==> src/rtl/dds_tune_pkg.sv <==
package dds_tune_pkg;

    typedef enum logic [1:0] {
        TX_IDLE = 2'd0,
        TX_LOW  = 2'd1,
        TX_HIGH = 2'd2,
        TX_LOAD = 2'd3
    } tx_state_e;

    // System cycles per serial-clock phase, rounded up so the bit rate stays at or below the limit
    function automatic int half_cycles(longint unsigned clk_hz, longint unsigned max_bps);
        return int'((clk_hz + 2 * max_bps - 1) / (2 * max_bps));
    endfunction

    // round(step_hz * 2^32 / ref_hz), computed with one extra fractional bit
    function automatic logic [31:0] scale_const(longint unsigned step_hz, longint unsigned ref_hz);
        longint unsigned num;
        num = step_hz << 33;
        return 32'(((num / ref_hz) + 1) >> 1);
    endfunction

endpackage

==> src/rtl/quad_edge_decode.sv <==
module quad_edge_decode #(
    parameter int SYNC_STAGES = 2
) (
    input  logic clk,
    input  logic rst_n,
    input  logic enc_a,
    input  logic enc_b,
    output logic cnt_up,
    output logic cnt_dn
);
    logic [SYNC_STAGES-1:0] a_sh, b_sh;
    logic [1:0] phase_q, phase_now;
    logic       a_chg, b_chg;

    generate
        if (SYNC_STAGES == 1) begin : g_one
            always_ff @(posedge clk or negedge rst_n) begin
                if (!rst_n) begin
                    a_sh <= '0;
                    b_sh <= '0;
                end else begin
                    a_sh <= enc_a;
                    b_sh <= enc_b;
                end
            end
        end else begin : g_chain
            always_ff @(posedge clk or negedge rst_n) begin
                if (!rst_n) begin
                    a_sh <= '0;
                    b_sh <= '0;
                end else begin
                    a_sh <= {a_sh[SYNC_STAGES-2:0], enc_a};
                    b_sh <= {b_sh[SYNC_STAGES-2:0], enc_b};
                end
            end
        end
    endgenerate

    assign phase_now = {a_sh[SYNC_STAGES-1], b_sh[SYNC_STAGES-1]};

    always_ff @(posedge clk or negedge rst_n) begin
        if (!rst_n) phase_q <= 2'b00;
        else        phase_q <= phase_now;
    end

    always_comb begin
        a_chg  = phase_q[1] ^ phase_now[1];
        b_chg  = phase_q[0] ^ phase_now[0];
        cnt_up = 1'b0;
        cnt_dn = 1'b0;
        if (a_chg && !b_chg) begin
            if (phase_now[1] != phase_now[0]) cnt_up = 1'b1;
            else                              cnt_dn = 1'b1;
        end
    end

    a_r3_double_ignored: assert property (@(posedge clk) disable iff (!rst_n)
        (a_chg && b_chg) |-> !(cnt_up || cnt_dn));
    a_r1_one_direction: assert property (@(posedge clk) disable iff (!rst_n)
        !(cnt_up && cnt_dn));

endmodule

==> src/rtl/dial_accum.sv <==
module dial_accum #(
    parameter int DIAL_W   = 32,
    parameter int DIAL_MIN = 0,
    parameter int DIAL_MAX = 3_000_000,
    parameter int DIAL_INIT = 700_000
) (
    input  logic              clk,
    input  logic              rst_n,
    input  logic              cnt_up,
    input  logic              cnt_dn,
    output logic [DIAL_W-1:0] dial_o,
    output logic              moved_o
);
    localparam logic [DIAL_W-1:0] LO = DIAL_W'(DIAL_MIN);
    localparam logic [DIAL_W-1:0] HI = DIAL_W'(DIAL_MAX);

    always_ff @(posedge clk or negedge rst_n) begin
        if (!rst_n) begin
            dial_o  <= DIAL_W'(DIAL_INIT);
            moved_o <= 1'b0;
        end else begin
            moved_o <= 1'b0;
            if (cnt_up && dial_o < HI) begin
                dial_o  <= dial_o + 1'b1;
                moved_o <= 1'b1;
            end else if (cnt_dn && dial_o > LO) begin
                dial_o  <= dial_o - 1'b1;
                moved_o <= 1'b1;
            end
        end
    end

    a_r4_in_window: assert property (@(posedge clk) disable iff (!rst_n)
        (dial_o >= LO) && (dial_o <= HI));
    a_r1_unit_step: assert property (@(posedge clk) disable iff (!rst_n)
        (dial_o != $past(dial_o)) |-> ((dial_o == $past(dial_o) + 1'b1) || (dial_o == $past(dial_o) - 1'b1)));

endmodule

==> src/rtl/tune_word_calc.sv <==
module tune_word_calc #(
    parameter int          DIAL_W  = 32,
    parameter int          WORD_W  = 32,
    parameter int          USB_OFS = 999_850,
    parameter int          LSB_OFS = 1_000_150,
    parameter logic [31:0] KSCALE  = 32'd344
) (
    input  logic              clk,
    input  logic              rst_n,
    input  logic              start_i,
    input  logic [DIAL_W-1:0] dial_i,
    input  logic              sb_upper_i,
    output logic [WORD_W-1:0] word_o,
    output logic              word_vld_o
);
    localparam int PW = DIAL_W + 32;

    logic [DIAL_W-1:0] osc_q;
    logic              v1_q;
    logic [PW-1:0]     prod_q;

    always_ff @(posedge clk or negedge rst_n) begin
        if (!rst_n) begin
            osc_q      <= '0;
            v1_q       <= 1'b0;
            prod_q     <= '0;
            word_vld_o <= 1'b0;
        end else begin
            v1_q       <= start_i;
            word_vld_o <= v1_q;
            if (start_i)
                osc_q <= dial_i + (sb_upper_i ? DIAL_W'(USB_OFS) : DIAL_W'(LSB_OFS));
            if (v1_q)
                prod_q <= PW'(osc_q) * PW'(KSCALE);
        end
    end

    assign word_o = prod_q[WORD_W-1:0];

    a_r5_two_stage: assert property (@(posedge clk) disable iff (!rst_n)
        word_vld_o |-> $past(start_i, 2));

endmodule

==> src/rtl/dds_serial_tx.sv <==
module dds_serial_tx
    import dds_tune_pkg::*;
#(
    parameter int WORD_W   = 32,
    parameter int HALF_CYC = 3
) (
    input  logic              clk,
    input  logic              rst_n,
    input  logic [WORD_W-1:0] word_i,
    input  logic              word_vld_i,
    output logic              sdata_o,
    output logic              sclk_o,
    output logic              load_o
);
    localparam int TICK_W = $clog2(2 * HALF_CYC + 1);
    localparam int BIT_W  = $clog2(WORD_W);

    tx_state_e         state_q, state_d;
    logic [TICK_W-1:0] tick_q, tick_lim;
    logic              tick_done, last_bit;
    logic [BIT_W-1:0]  bit_q;
    logic [WORD_W-1:0] shreg_q, pend_word_q;
    logic              pend_q;

    always_comb begin
        tick_lim  = (state_q == TX_LOAD) ? TICK_W'(2 * HALF_CYC - 1) : TICK_W'(HALF_CYC - 1);
        tick_done = (tick_q == tick_lim);
        last_bit  = (bit_q == BIT_W'(WORD_W - 1));
    end

    always_comb begin
        state_d = state_q;
        unique case (state_q)
            TX_IDLE: if (pend_q)    state_d = TX_LOW;
            TX_LOW:  if (tick_done) state_d = TX_HIGH;
            TX_HIGH: if (tick_done) state_d = last_bit ? TX_LOAD : TX_LOW;
            TX_LOAD: if (tick_done) state_d = TX_IDLE;
        endcase
    end

    always_ff @(posedge clk or negedge rst_n) begin
        if (!rst_n) state_q <= TX_IDLE;
        else        state_q <= state_d;
    end

    always_ff @(posedge clk or negedge rst_n) begin
        if (!rst_n) begin
            tick_q      <= '0;
            bit_q       <= '0;
            shreg_q     <= '0;
            pend_word_q <= '0;
            pend_q      <= 1'b0;
        end else begin
            tick_q <= (state_d != state_q || state_q == TX_IDLE) ? '0 : tick_q + 1'b1;
            if (state_q == TX_IDLE && state_d == TX_LOW) begin
                shreg_q <= pend_word_q;
                bit_q   <= '0;
            end else if (state_q == TX_HIGH && state_d == TX_LOW) begin
                shreg_q <= shreg_q >> 1;
                bit_q   <= bit_q + 1'b1;
            end
            if (word_vld_i) begin
                pend_word_q <= word_i;
                pend_q      <= 1'b1;
            end else if (state_q == TX_IDLE && state_d == TX_LOW) begin
                pend_q <= 1'b0;
            end
        end
    end

    always_comb begin
        sdata_o = 1'b0;
        sclk_o  = 1'b0;
        load_o  = 1'b0;
        unique case (state_q)
            TX_IDLE: ;
            TX_LOW:  sdata_o = shreg_q[0];
            TX_HIGH: begin
                sdata_o = shreg_q[0];
                sclk_o  = 1'b1;
            end
            TX_LOAD: load_o = 1'b1;
        endcase
    end

    a_r6_data_steady_high: assert property (@(posedge clk) disable iff (!rst_n)
        (sclk_o && $past(sclk_o)) |-> $stable(sdata_o));
    a_r7_load_follows_clk: assert property (@(posedge clk) disable iff (!rst_n)
        $rose(load_o) |-> $past(sclk_o));
    a_r6_full_frame: assert property (@(posedge clk) disable iff (!rst_n)
        $rose(load_o) |-> (bit_q == BIT_W'(WORD_W - 1)));
    a_r10_no_abort: assert property (@(posedge clk) disable iff (!rst_n)
        (state_q == TX_HIGH && !last_bit && tick_done) |=> (state_q == TX_LOW));

endmodule

==> src/rtl/dds_tune_ctrl.sv <==
module dds_tune_ctrl
    import dds_tune_pkg::*;
#(
    parameter int              DIAL_W     = 32,
    parameter int              DIAL_MIN   = 0,
    parameter int              DIAL_MAX   = 3_000_000,
    parameter int              DIAL_INIT  = 700_000,
    parameter int              USB_OFS    = 999_850,
    parameter int              LSB_OFS    = 1_000_150,
    parameter longint unsigned STEP_HZ    = 10,
    parameter longint unsigned REF_HZ     = 125_000_000,
    parameter longint unsigned CLK_HZ     = 50_000_000,
    parameter longint unsigned MAX_BIT_HZ = 10_000_000,
    parameter int              SYNC_STAGES = 2
) (
    input  logic              clk,
    input  logic              rst_n,
    input  logic              enc_a,
    input  logic              enc_b,
    input  logic              sb_upper,
    output logic              dds_sdata,
    output logic              dds_sclk,
    output logic              dds_load,
    output logic [DIAL_W-1:0] dial_steps
);
    localparam int          WORD_W = 32;
    localparam int          HALF   = half_cycles(CLK_HZ, MAX_BIT_HZ);
    localparam logic [31:0] KSC    = scale_const(STEP_HZ, REF_HZ);

    logic              up, dn, moved;
    logic [SYNC_STAGES-1:0] sb_sh;
    logic              sb_prev, sb_now, boot, sb_chg, start;
    logic [1:0]        boot_cnt;
    logic [WORD_W-1:0] word;
    logic              word_vld;

    quad_edge_decode #(.SYNC_STAGES(SYNC_STAGES)) u_dec (
        .clk(clk), .rst_n(rst_n), .enc_a(enc_a), .enc_b(enc_b),
        .cnt_up(up), .cnt_dn(dn));

    dial_accum #(.DIAL_W(DIAL_W), .DIAL_MIN(DIAL_MIN), .DIAL_MAX(DIAL_MAX),
                 .DIAL_INIT(DIAL_INIT)) u_acc (
        .clk(clk), .rst_n(rst_n), .cnt_up(up), .cnt_dn(dn),
        .dial_o(dial_steps), .moved_o(moved));

    assign sb_now = sb_sh[SYNC_STAGES-1];

    generate
        if (SYNC_STAGES == 1) begin : g_sb_one
            always_ff @(posedge clk or negedge rst_n) begin
                if (!rst_n) sb_sh <= '0;
                else        sb_sh <= sb_upper;
            end
        end else begin : g_sb_chain
            always_ff @(posedge clk or negedge rst_n) begin
                if (!rst_n) sb_sh <= '0;
                else        sb_sh <= {sb_sh[SYNC_STAGES-2:0], sb_upper};
            end
        end
    endgenerate

    // Boot request waits for the sideband chain to settle, then fires once
    always_ff @(posedge clk or negedge rst_n) begin
        if (!rst_n) begin
            boot_cnt <= '0;
            sb_prev  <= 1'b0;
        end else begin
            sb_prev <= sb_now;
            if (boot_cnt != 2'd3) boot_cnt <= boot_cnt + 1'b1;
        end
    end

    always_comb begin
        boot   = (boot_cnt == 2'd2);
        sb_chg = (boot_cnt == 2'd3) && (sb_prev != sb_now);
        start  = boot || moved || sb_chg;
    end

    tune_word_calc #(.DIAL_W(DIAL_W), .WORD_W(WORD_W), .USB_OFS(USB_OFS),
                     .LSB_OFS(LSB_OFS), .KSCALE(KSC)) u_calc (
        .clk(clk), .rst_n(rst_n), .start_i(start), .dial_i(dial_steps),
        .sb_upper_i(sb_now), .word_o(word), .word_vld_o(word_vld));

    dds_serial_tx #(.WORD_W(WORD_W), .HALF_CYC(HALF)) u_tx (
        .clk(clk), .rst_n(rst_n), .word_i(word), .word_vld_i(word_vld),
        .sdata_o(dds_sdata), .sclk_o(dds_sclk), .load_o(dds_load));

    a_r9_sideband_request: assert property (@(posedge clk) disable iff (!rst_n)
        sb_chg |=> ##1 word_vld);

endmodule

==> config.mk <==
export PLATFORM = sky130hd
export DESIGN_NAME = dds_tune_ctrl
export DESIGN_NICKNAME = d
export VERILOG_FILES = /design/src/rtl/dds_tune_pkg.sv /design/src/rtl/quad_edge_decode.sv /design/src/rtl/dial_accum.sv /design/src/rtl/tune_word_calc.sv /design/src/rtl/dds_serial_tx.sv /design/src/rtl/dds_tune_ctrl.sv
export SDC_FILE = /design/constraint.sdc
export NUM_CORES = 1
export LEC_CHECK = 0
export BUFFER_PORTS_ARGS = -buffer_cell sky130_fd_sc_hd__buf_2
export CORE_MARGIN = 4
export CORE_UTILIZATION = 50
export DETAILED_ROUTE_END_ITERATION = 7
export PLACE_DENSITY = 0.74
export REMOVE_ABC_BUFFERS = 1
export SLEW_MARGIN = 20
export SYNTH_ARGS = -nofsm -noshare
export SYNTH_HDL_FRONTEND = slang
export SYNTH_HIERARCHICAL = 1
export SYNTH_SLANG_ARGS = --single-unit
==> constraint.sdc <==
create_clock -name clk -period 6 [get_ports clk]
set_input_delay 0.3 -clock clk [delete_from_list [all_inputs] [get_ports clk]]
set_output_delay 0.3 -clock clk [all_outputs]
set_load 0.02 [all_outputs]
==> flow_summary.json, run 1 <==
{
  "synth.area.top_cells": "dfrtp_1, ha_1, fa_1, mux2_2, inv_1",
  "grt_pass1_wl_um": 47800,
  "avgSynthCellArea_um2": 9.888,
  "cts_buffer_depth": 2,
  "cts_tree": "built",
  "status": "completed",
  "slew_headroom": 0.2466,
  "first_global_vias": 9899,
  "final_cell_mix": "dfrtp_1, inv_1, ha_1, a21oi_1, nor2_1",
  "yosys.area.top_type": "dfrtp_1",
  "first_iter_violations": 614,
  "ys.warnings.count": 6,
  "crit_arrival_ns": 4.68,
  "synthCells": 1382,
  "route.vias.total": 9953,
  "placed_area_mm2": 0.01407,
  "worstMarginPinSlew_ns": 1.130,
  "firstDrtPassIters": 5,
  "syn-cell-area_mm2": 0.01367,
  "clock_latency_ns": 0.43,
  "fillers": 2318,
  "max_cap_viol_count": 0,
  "finalHoldWorstSlack_ns": 0.3506,
  "wl_per_cell_um": 15.77,
  "initial_core_util": 0.5071,
  "cp_max_fo": 30,
  "grt_overflow": 0,
  "yosys.cell_types.count": 94,
  "multiInputGateArea_mm2": 0.008339,
  "maxSlewViolCount": 0,
  "required_ns": 6.28,
  "cts_sinks": 179,
  "critPathLaunchType": "flip-flop",
  "dieArea_mm2": 0.03004,
  "final_area_mm2": 0.01470,
  "dieHeight_um": 173.3,
  "worstHoldPathType": "reg2reg",
  "drive_gt1_frac": 0.1465,
  "finalSetupTns_ns": 0,
  "rsz0062_at_grt": "false",
  "fin_util": 0.5454,
  "r2r_setup_slack_ns": 1.60,
  "routabilityCongestion": 0.8732,
  "nets": 1573,
  "antenna_found_initial": 0,
  "cts-root-buf": "clkbuf_16",
  "cts_made_buffers": 17,
  "maxClockFrequency_ghz": 0.2274,
  "die_w_um": 173.3,
  "drt-total-wl_um": 27560,
  "placement.io_buffers": 39,
  "grt_usage": 0.1867,
  "ys_seq_area_frac": 0.3286,
  "synth_edf_count": 0,
  "synth-main-ff-cell": "dfrtp_1",
  "io_pins": 40,
  "n_antenna_cell": 0,
  "viasPerCell": 5.697,
  "area_growth_pct": 7.553,
  "core_mm2": 0.02695,
  "clkTransAtPathRegs_ns": 0.07,
  "cts_resized": 0,
  "seq_area_mm2": 0.004491,
  "cp-end-kind": "flip-flop",
  "clock_skew_ns": 0.01205,
  "synth-seq-cells": 179,
  "hpwlAfterDp_um": 20080,
  "synthArstFlopShare": 1.000,
  "path_class": "reg2reg",
  "postCtsSetupBuffers": 0,
  "rows": 60,
  "antenna_left": 0,
  "final_common_cell": "dfrtp_1",
  "period_share": 0.7329,
  "grt_max_degree": 100,
  "fin_crit_ns": 4.398,
  "synth_top_area_frac": 0.3113,
  "final-setup-viol-count": 0,
  "hold_viol_final": 0,
  "drc": 0,
  "cts_hold_buf": 4,
  "h-tree-depth": 4
}
==> final cells by class <==
type                    instances  area share
clock buffers                  17     0.02894
clock inverters                15     0.01081
repair buffers                 51     0.02230
multi-input cells            1003      0.5674
flip-flops and latches        179      0.3055
well taps                     341     0.02903
inverters                     141     0.03601
==> registers in the layout, indices dropped and copies added, names as in the netlist <==
signal             count
sb_sh                  2
u_acc/moved_o          1
u_tx/shreg_q          32
u_tx/state_q           2
u_acc/dial_o          32
u_dec/phase_q          2
u_tx/tick_q            3
u_calc/prod_q         29
u_dec/b_sh             2
boot_cnt               2
u_dec/a_sh             2
u_calc/word_vld_o      1
u_calc/osc_q          29
u_tx/pend_word_q      32
u_tx/bit_q             5
sb_prev                1
u_calc/v1_q            1
u_tx/pend_q            1
==> path summary, 6_finish.rpt <==
path                             startpoint                 to  cells past startpoint
setup / recovery           u_acc/dial_o[12]   u_acc/dial_o[26]                     12
hold / removal                     sb_sh[0]           sb_sh[1]                      0
setup reg to reg           u_acc/dial_o[12]   u_acc/dial_o[26]                     12
hold reg to reg                    sb_sh[0]           sb_sh[1]                      0
max in group asynchronous             rst_n  u_calc/prod_q[27]                      3
min in group asynchronous             rst_n    u_tx/shreg_q[7]                      2
==> cells in the mapped netlist, types with 7 or more instances <==
cell type,n
a211oi_1,10
a21oi_2,7
nor3_1,8
dfrtp_1,170
o21ai_1,12
o21ai_0,94
inv_1,138
mux2_2,63
nor2_1,95
fa_1,49
xnor2_1,47
o21a_1,13
a21oi_1,94
nand2_1,56
dfstp_2,9
ha_1,126
xor2_1,24
a31oi_1,8
buf_6,7
nand4_1,13
nor4_1,11
o221a_1,31
and3_1,10
or3_1,9
and2_1,12
mux2i_1,33
clkbuf_1,32
nor2b_1,8
buf_2,13
nand2b_1,9
a21o_1,21
buf_4,7
nand3_1,17
==> stage by stage <==
stage | setup slack, ns | std cells
after floorplan | 1.983 | 1323
after global placement | 1.826 | 1710
after detailed placement | 1.673 | 1711
after CTS | 1.666 | 1747
after global routing | 1.388 | 1747
final | 1.602 | 1747
==> layer usage <==
metal	up-vias	GRT usage	share of wire	wire length, µm
met2	181	0.3205	0.49	13550
met4	0	0.04722	0.013	358
met5	-	0	0	0
met3	30	0.02923	0.034	943
met1	4789	0.2484	0.46	12700
li1	4953	-	-	-
==> logic make-up after synthesis <==
kind of cell | after synthesis | share of synthesized area
AO/OA/AOI/OAI | 372 | 0.1920
AND/OR/NAND/NOR | 284 | 0.1057
buffers and inverters | 202 | 0.06253
flip-flops | 179 | 0.3286
adder cells (fa/ha/maj) | 175 | 0.1871
multiplexers | 98 | 0.07828
XOR/XNOR | 71 | 0.04550
other | 1 | 0.0002744
==> worst max-delay path: stages (launching register included) <==
cell,delay [ns]
dfrtp_1,0.45
nor4_1,0.39
o21ai_1,0.19
a211oi_2,0.35
inv_1,0.57
ha_1,0.56
nor2b_1,0.17
o31ai_2,0.33
a21oi_2,0.14
a221oi_2,0.45
o31a_1,0.34
xor2_1,0.19
a21oi_1,0.09
Power of run 1 is not shown: default switching activity piles up to over one toggle a cycle in this logic, so the estimate is an artifact.
==> inputs of run 2 (changes only) <==
--- a/config.mk
+++ b/config.mk
@@ -5,11 +5,12 @@
 export SDC_FILE = /design/constraint.sdc
 export NUM_CORES = 1
 export LEC_CHECK = 0
+export ABC_AREA = 1
 export BUFFER_PORTS_ARGS = -buffer_cell sky130_fd_sc_hd__buf_2
 export CORE_MARGIN = 4
 export CORE_UTILIZATION = 50
 export DETAILED_ROUTE_END_ITERATION = 7
-export PLACE_DENSITY = 0.74
+export PLACE_DENSITY = 0.77
 export REMOVE_ABC_BUFFERS = 1
 export SLEW_MARGIN = 20
 export SYNTH_ARGS = -nofsm -noshare
==> constraint.sdc (replaced) <==
create_clock -name clk -period 3.68 [get_ports clk]
set_input_delay 0.184 -clock clk [delete_from_list [all_inputs] [get_ports clk]]
set_output_delay 0.184 -clock clk [all_outputs]
set_load 0.02 [all_outputs]
==> run 2 against run 1 <==
Flip-flop and latch count did not move. Global-route usage grew 3.6 points. Worst hold slack worse by 0.00053 ns. Setup slack worse by 1.4 ns. Non-clock buffer count is 8 higher. Critical path depth is 3 higher. Final cell count grew 52%.
==> flow_summary.json, run 2 <==
{
  "status": "completed",
  "max_cap_viol_count": 0,
  "maxSlewViolCount": 0,
  "final_common_cell": "nand2_1",
  "synth-seq-cells": 179,
  "first_iter_violations": 775,
  "synthAdderAreaFrac": 0.1674,
  "drc": 0,
  "critPathLaunchType": "flip-flop",
  "finalSetupTns_ns": 0,
  "h-tree-depth": 4,
  "drt-total-wl_um": 36200,
  "grt_pass1_wl_um": 62370,
  "cpMaxStageDelayCell": "fa_1",
  "viasPerCell": 5.080,
  "area_growth_pct": 8.032,
  "fin_util": 0.5526,
  "rsz0062_at_grt": "false",
  "required_ns": 4.02,
  "first_global_vias": 13530,
  "period_share": 0.9480,
  "grt_overflow": 0,
  "avgSynthCellArea_um2": 6.874,
  "cts_buffer_depth": 2,
  "critPathMaxStageDelay_ns": 0.54,
  "hp-start": "u_dec/a_sh[0]",
  "n_antenna_cell": 0,
  "synth.area.top_cells": "dfrtp_1, nand2_1, ha_1, inv_1, fa_1",
  "io_pins": 40,
  "cts-root-buf": "clkbuf_16",
  "synth_compound_area_frac": 0.05838,
  "cts_tree": "built",
  "synth-xor-area-share": 0.02121,
  "cp_max_fo": 5,
  "worstHoldPathType": "reg2reg",
  "worstMarginPinSlew_ns": 0.9182,
  "path_class": "reg2reg",
  "hpwlAfterDp_um": 28290,
  "route.vias.total": 13510,
  "cts_made_buffers": 17,
  "nets": 2436,
  "crit_path_start": "u_calc/osc_q[9]",
  "clkTransAtPathRegs_ns": 0.08,
  "worstPathCellList": "ha_1 -> fa_1 -> inv_1 -> fa_1 -> inv_1 -> ha_2 -> nand2_1 -> inv_1 -> nand2_2 -> nor3_4 -> nand4_1 -> nand3_1 -> nand2_1 -> nand3_1 -> nand2_1",
  "postCtsSetupBuffers": 0,
  "synth-main-ff-cell": "dfrtp_1",
  "ys.warnings.count": 6,
  "fillers": 2873,
  "syn-cell-area_mm2": 0.01528,
  "cp-end-kind": "flip-flop",
  "yosys.cell_types.count": 47,
  "synth_edf_count": 0,
  "routabilityCongestion": 0.9091,
  "firstDrtPassIters": 5,
  "core_mm2": 0.02987,
  "ys_seq_area_frac": 0.2939,
  "crit_arrival_ns": 3.83,
  "initial_core_util": 0.5115,
  "synth_top_area_frac": 0.2784,
  "r2r-start": "u_calc/osc_q[9]",
  "yosys.area.top_type": "dfrtp_1",
  "dieArea_mm2": 0.03342,
  "placement.io_buffers": 39,
  "grt_max_degree": 90,
  "final_cell_mix": "nand2_1, inv_1, dfrtp_1, nand3_1, nor2_1",
  "antenna_found_initial": 0,
  "synthCells": 2223,
  "yosys.area_share.simple": 0.3361,
  "die_w_um": 182.8,
  "cts_sinks": 179,
  "grt_usage": 0.2228,
  "critical_path.top_delay_family": "adder cells",
  "reg.largest.list": "u_acc/dial_o (32), u_tx/pend_word_q (32), u_tx/shreg_q (32)",
  "yosysMostFrequentCell": "nand2_1",
  "hold_viol_final": 0,
  "synthTopCellsByCount": "nand2_1, inv_1, dfrtp_1, nand3_1, nor2_1",
  "dieHeight_um": 182.8,
  "clock_latency_ns": 0.45,
  "synthArstFlopShare": 1.000,
  "antenna_left": 0,
  "slew_headroom": 0.3864,
  "rows": 63,
  "fin_crit_ns": 3.489,
  "synth_mux_area_frac": 0,
  "maxClockFrequency_ghz": 0.2866,
  "final-setup-viol-count": 0,
  "clock_skew_ns": 0.01166,
  "drive_gt1_frac": 0.07669,
  "wl_per_cell_um": 13.62,
  "synth_top_family_by_area": "simple AND/OR/NAND/NOR gates",
  "cp_num_buf_inv": 3
}
## run 2: worst reg2reg max path, delay by kind of cell (launching register included)
family / cells / cell delay (ns)
flip-flops: 1 / 0.45
buffers and inverters: 3 / 0.20
AND/OR/NAND/NOR: 8 / 0.96
adder cells (fa/ha/maj): 4 / 1.77
## run 2: what timing repair did
item                       in CTS  in global routing
pin swaps                       0                  2
setup endpoints to repair       1                  6
resized for setup               1                 13
cloned                          0                  0
hold endpoints to repair       81                  0
hold buffers                    4                  0
## run 2: layout make-up
type	instances	area, µm²	area share
multi-input cells	1573	8969	0.5433
flip-flops and latches	179	4492	0.2721
inverters	426	1604	0.09717
well taps	390	488.0	0.02956
clock buffers	19	442.9	0.02683
repair buffers	59	374.1	0.02266
clock inverters	13	138.9	0.008413
## run 2: kinds of logic (layout without fill, tap and decap cells)
kind of cell	after synthesis	count (layout)
adders and majority gates	175	175
DFF	179	179
and+or+nand+nor	1199	1199
buffers and inverters	473	517
AOI/OAI and AO/OA	159	159
other	1	3
xor gates and xnor gates	37	37
## run 2: worst paths after layout
check | end | slack [ns] | depth (start not counted)
max | u_calc/prod_q[25] | 0.19 | 15
min | u_dec/a_sh[1] | 0.35 | 0
max reg2reg | u_calc/prod_q[25] | 0.19 | 15
min reg2reg | u_dec/a_sh[1] | 0.35 | 0
max in group asynchronous | u_calc/osc_q[11] | 2.35 | 3
min in group asynchronous | u_tx/shreg_q[12] | 0.36 | 2
## run 2: routing by layer
metal,vias up,share of wire,wire [µm],track usage
met5,-,0,0,0
met4,0,0.029,1062,0.07777
met3,60,0.029,1037,0.02777
met2,237,0.51,18330,0.4085
met1,6241,0.44,15780,0.2700
li1,6971,-,-,-
## run 2: metrics by stage
| step | hold WS [ns] | setup slack, ns | cell area [µm²] | instances |
|---|---|---|---|---|
| floorplan | -0.1116 | 0.2134 | 15020 | 2178 |
| global placement | 0.2919 | -0.04462 | 15840 | 2623 |
| detailed placement | 0.2938 | -0.08173 | 15840 | 2623 |
| CTS | 0.3520 | 0.07033 | 16460 | 2659 |
| global route | 0.3560 | 0.003220 | 16510 | 2659 |
| finish | 0.3501 | 0.1912 | 16510 | 2659 |
Power of run 2 is left out for the same reason.
==> inputs of run 3 (changes only) <==
==> constraint.sdc (replaced) <==
create_clock -name clk -period 3.68 [get_ports clk]
set_input_delay 0.368 -clock clk [delete_from_list [all_inputs] [get_ports clk]]
set_output_delay 0.368 -clock clk [all_outputs]
set_load 0.02 [all_outputs]
==> run 3 against run 2 <==
Final area barely moved. Final cell count about the same. Highest routed layer unchanged. Critical path depth up 1. Via count up 0.44%.
==> flow_summary.json, run 3 (synthesized netlist as in run 2, its figures left out) <==
{
  "critical_path.top_delay_family": "adder cells",
  "worst-path-stages": 16,
  "cts_tree": "built",
  "grt_overflow": 0,
  "drc": 0,
  "slew_headroom": 0.3804,
  "io_pins": 40,
  "nets": 2437,
  "cpMaxStageDelayCell": "fa_1",
  "grt_max_degree": 75,
  "max_cap_viol_count": 0,
  "holdPathStages": 0,
  "die_w_um": 182.8,
  "critPathLaunchType": "flip-flop",
  "required_ns": 4.02,
  "crit_arrival_ns": 3.83,
  "grt_usage": 0.2208,
  "n_antenna_cell": 0,
  "endpoint": "u_calc/prod_q[25]",
  "maxSlewViolCount": 0,
  "fin_util": 0.5530,
  "finalSetupTns_ns": 0,
  "hpwlAfterDp_um": 27820,
  "fin_crit_ns": 3.485,
  "place_ws_ns": -0.07106,
  "area_growth_pct": 8.123,
  "cts_sinks": 179,
  "final-setup-viol-count": 0,
  "r2r_setup_slack_ns": 0.20,
  "cts_made_buffers": 17,
  "viasPerCell": 5.101,
  "maxClockFrequency_ghz": 0.2870,
  "path_class": "reg2reg",
  "rows": 63,
  "grt_pass1_wl_um": 61820,
  "cp_max_fo": 5,
  "route.vias.total": 13570,
  "antenna_left": 0,
  "critPathMaxStageDelay_ns": 0.54,
  "wl_per_cell_um": 13.43,
  "status": "completed",
  "period_share": 0.9470,
  "initial_core_util": 0.5115,
  "worstPathCellList": "ha_1 -> fa_1 -> inv_1 -> fa_1 -> inv_1 -> ha_1 -> nand2_1 -> inv_1 -> nand2_2 -> nor3_4 -> nand4_1 -> buf_4 -> nand3_1 -> nand2_1 -> nand3_1 -> nand2_1",
  "cp_num_buf_inv": 4,
  "dp.cells": 2623,
  "worstMarginPinSlew_ns": 0.9272,
  "rr_worst_depth": 16,
  "final_common_cell": "nand2_1",
  "first_iter_violations": 711,
  "routabilityCongestion": 0.9030,
  "hp-start": "u_dec/a_sh[0]",
  "crit_path_start": "u_calc/osc_q[9]",
  "worstReg2RegEnd": "u_calc/prod_q[25]",
  "drive_gt1_frac": 0.07665,
  "dieArea_mm2": 0.03342,
  "h-tree-depth": 4,
  "reg.largest.list": "u_acc/dial_o (32), u_tx/pend_word_q (32), u_tx/shreg_q (32)",
  "layout_setup_ws_ns": 0.1952,
  "cp-end-kind": "flip-flop",
  "r2r-start": "u_calc/osc_q[9]",
  "clock_skew_ns": 0.01038,
  "clock_latency_ns": 0.45,
  "first_global_vias": 13420,
  "hold_viol_final": 0,
  "fin_cells": 2660,
  "dieHeight_um": 182.8,
  "antenna_found_initial": 0,
  "cts-root-buf": "clkbuf_16",
  "final_cell_mix": "nand2_1, inv_1, dfrtp_1, nand3_1, nor2_1",
  "firstDrtPassIters": 5,
  "placement.io_buffers": 39,
  "cts_buffer_depth": 2,
  "core_mm2": 0.02987,
  "worstHoldPathType": "reg2reg",
  "drt-total-wl_um": 35720,
  "clkTransAtPathRegs_ns": 0.07
}
-- run 3: final cells by class --
| cell class | instances | area, µm² |
|---|---|---|
| Inverter | 426 | 1604 |
| Timing Repair Buffer | 60 | 381.6 |
| Clock buffer | 18 | 439.2 |
| Clock inverter | 14 | 141.4 |
| Fill cell | 2934 | 13350 |
| Sequential cell | 179 | 4492 |
| Multi-Input combinational cell | 1573 | 8976 |
| Tap cell | 390 | 488.0 |
-- run 3: worst min-delay path by stage --
stage                                to  slack (ns)
after floorplan             boot_cnt[0]        0.07
after global placement    u_dec/b_sh[1]        0.33
after detailed placement  u_dec/b_sh[1]        0.34
after CTS                 u_dec/b_sh[1]        0.35
after global routing      u_dec/a_sh[1]        0.36
final                     u_dec/a_sh[1]        0.35
-- run 3: what timing repair did --
action,in CTS,in global routing
endpoints found under the setup margin,1,5
pin swaps,0,2
resized for setup,1,11
buffers inserted,0,1
hold buffers,4,0
endpoints found under the hold margin,73,0
-- run 3: through the flow --
stage	cell area, µm²	hold slack, ns
3_3_place_gp	15840	0.3311
5_1_grt	16520	0.3596
2_1_floorplan	15020	0.07241
6_report	16520	0.3518
3_5_place_dp	15840	0.3355
4_1_cts	16460	0.3521
-- run 3: per-layer routing --
layer / routed length [µm] / part of all wire / up-vias / track usage
li1: - / - / 6971 / -
met1: 15720 / 0.44 / 6313 / 0.2704
met2: 17910 / 0.50 / 221 / 0.3990
met3: 1020 / 0.029 / 63 / 0.02797
met4: 1067 / 0.030 / 0 / 0.08135
met5: 0 / 0 / - / 0
Power of run 3 is left out for the same reason.
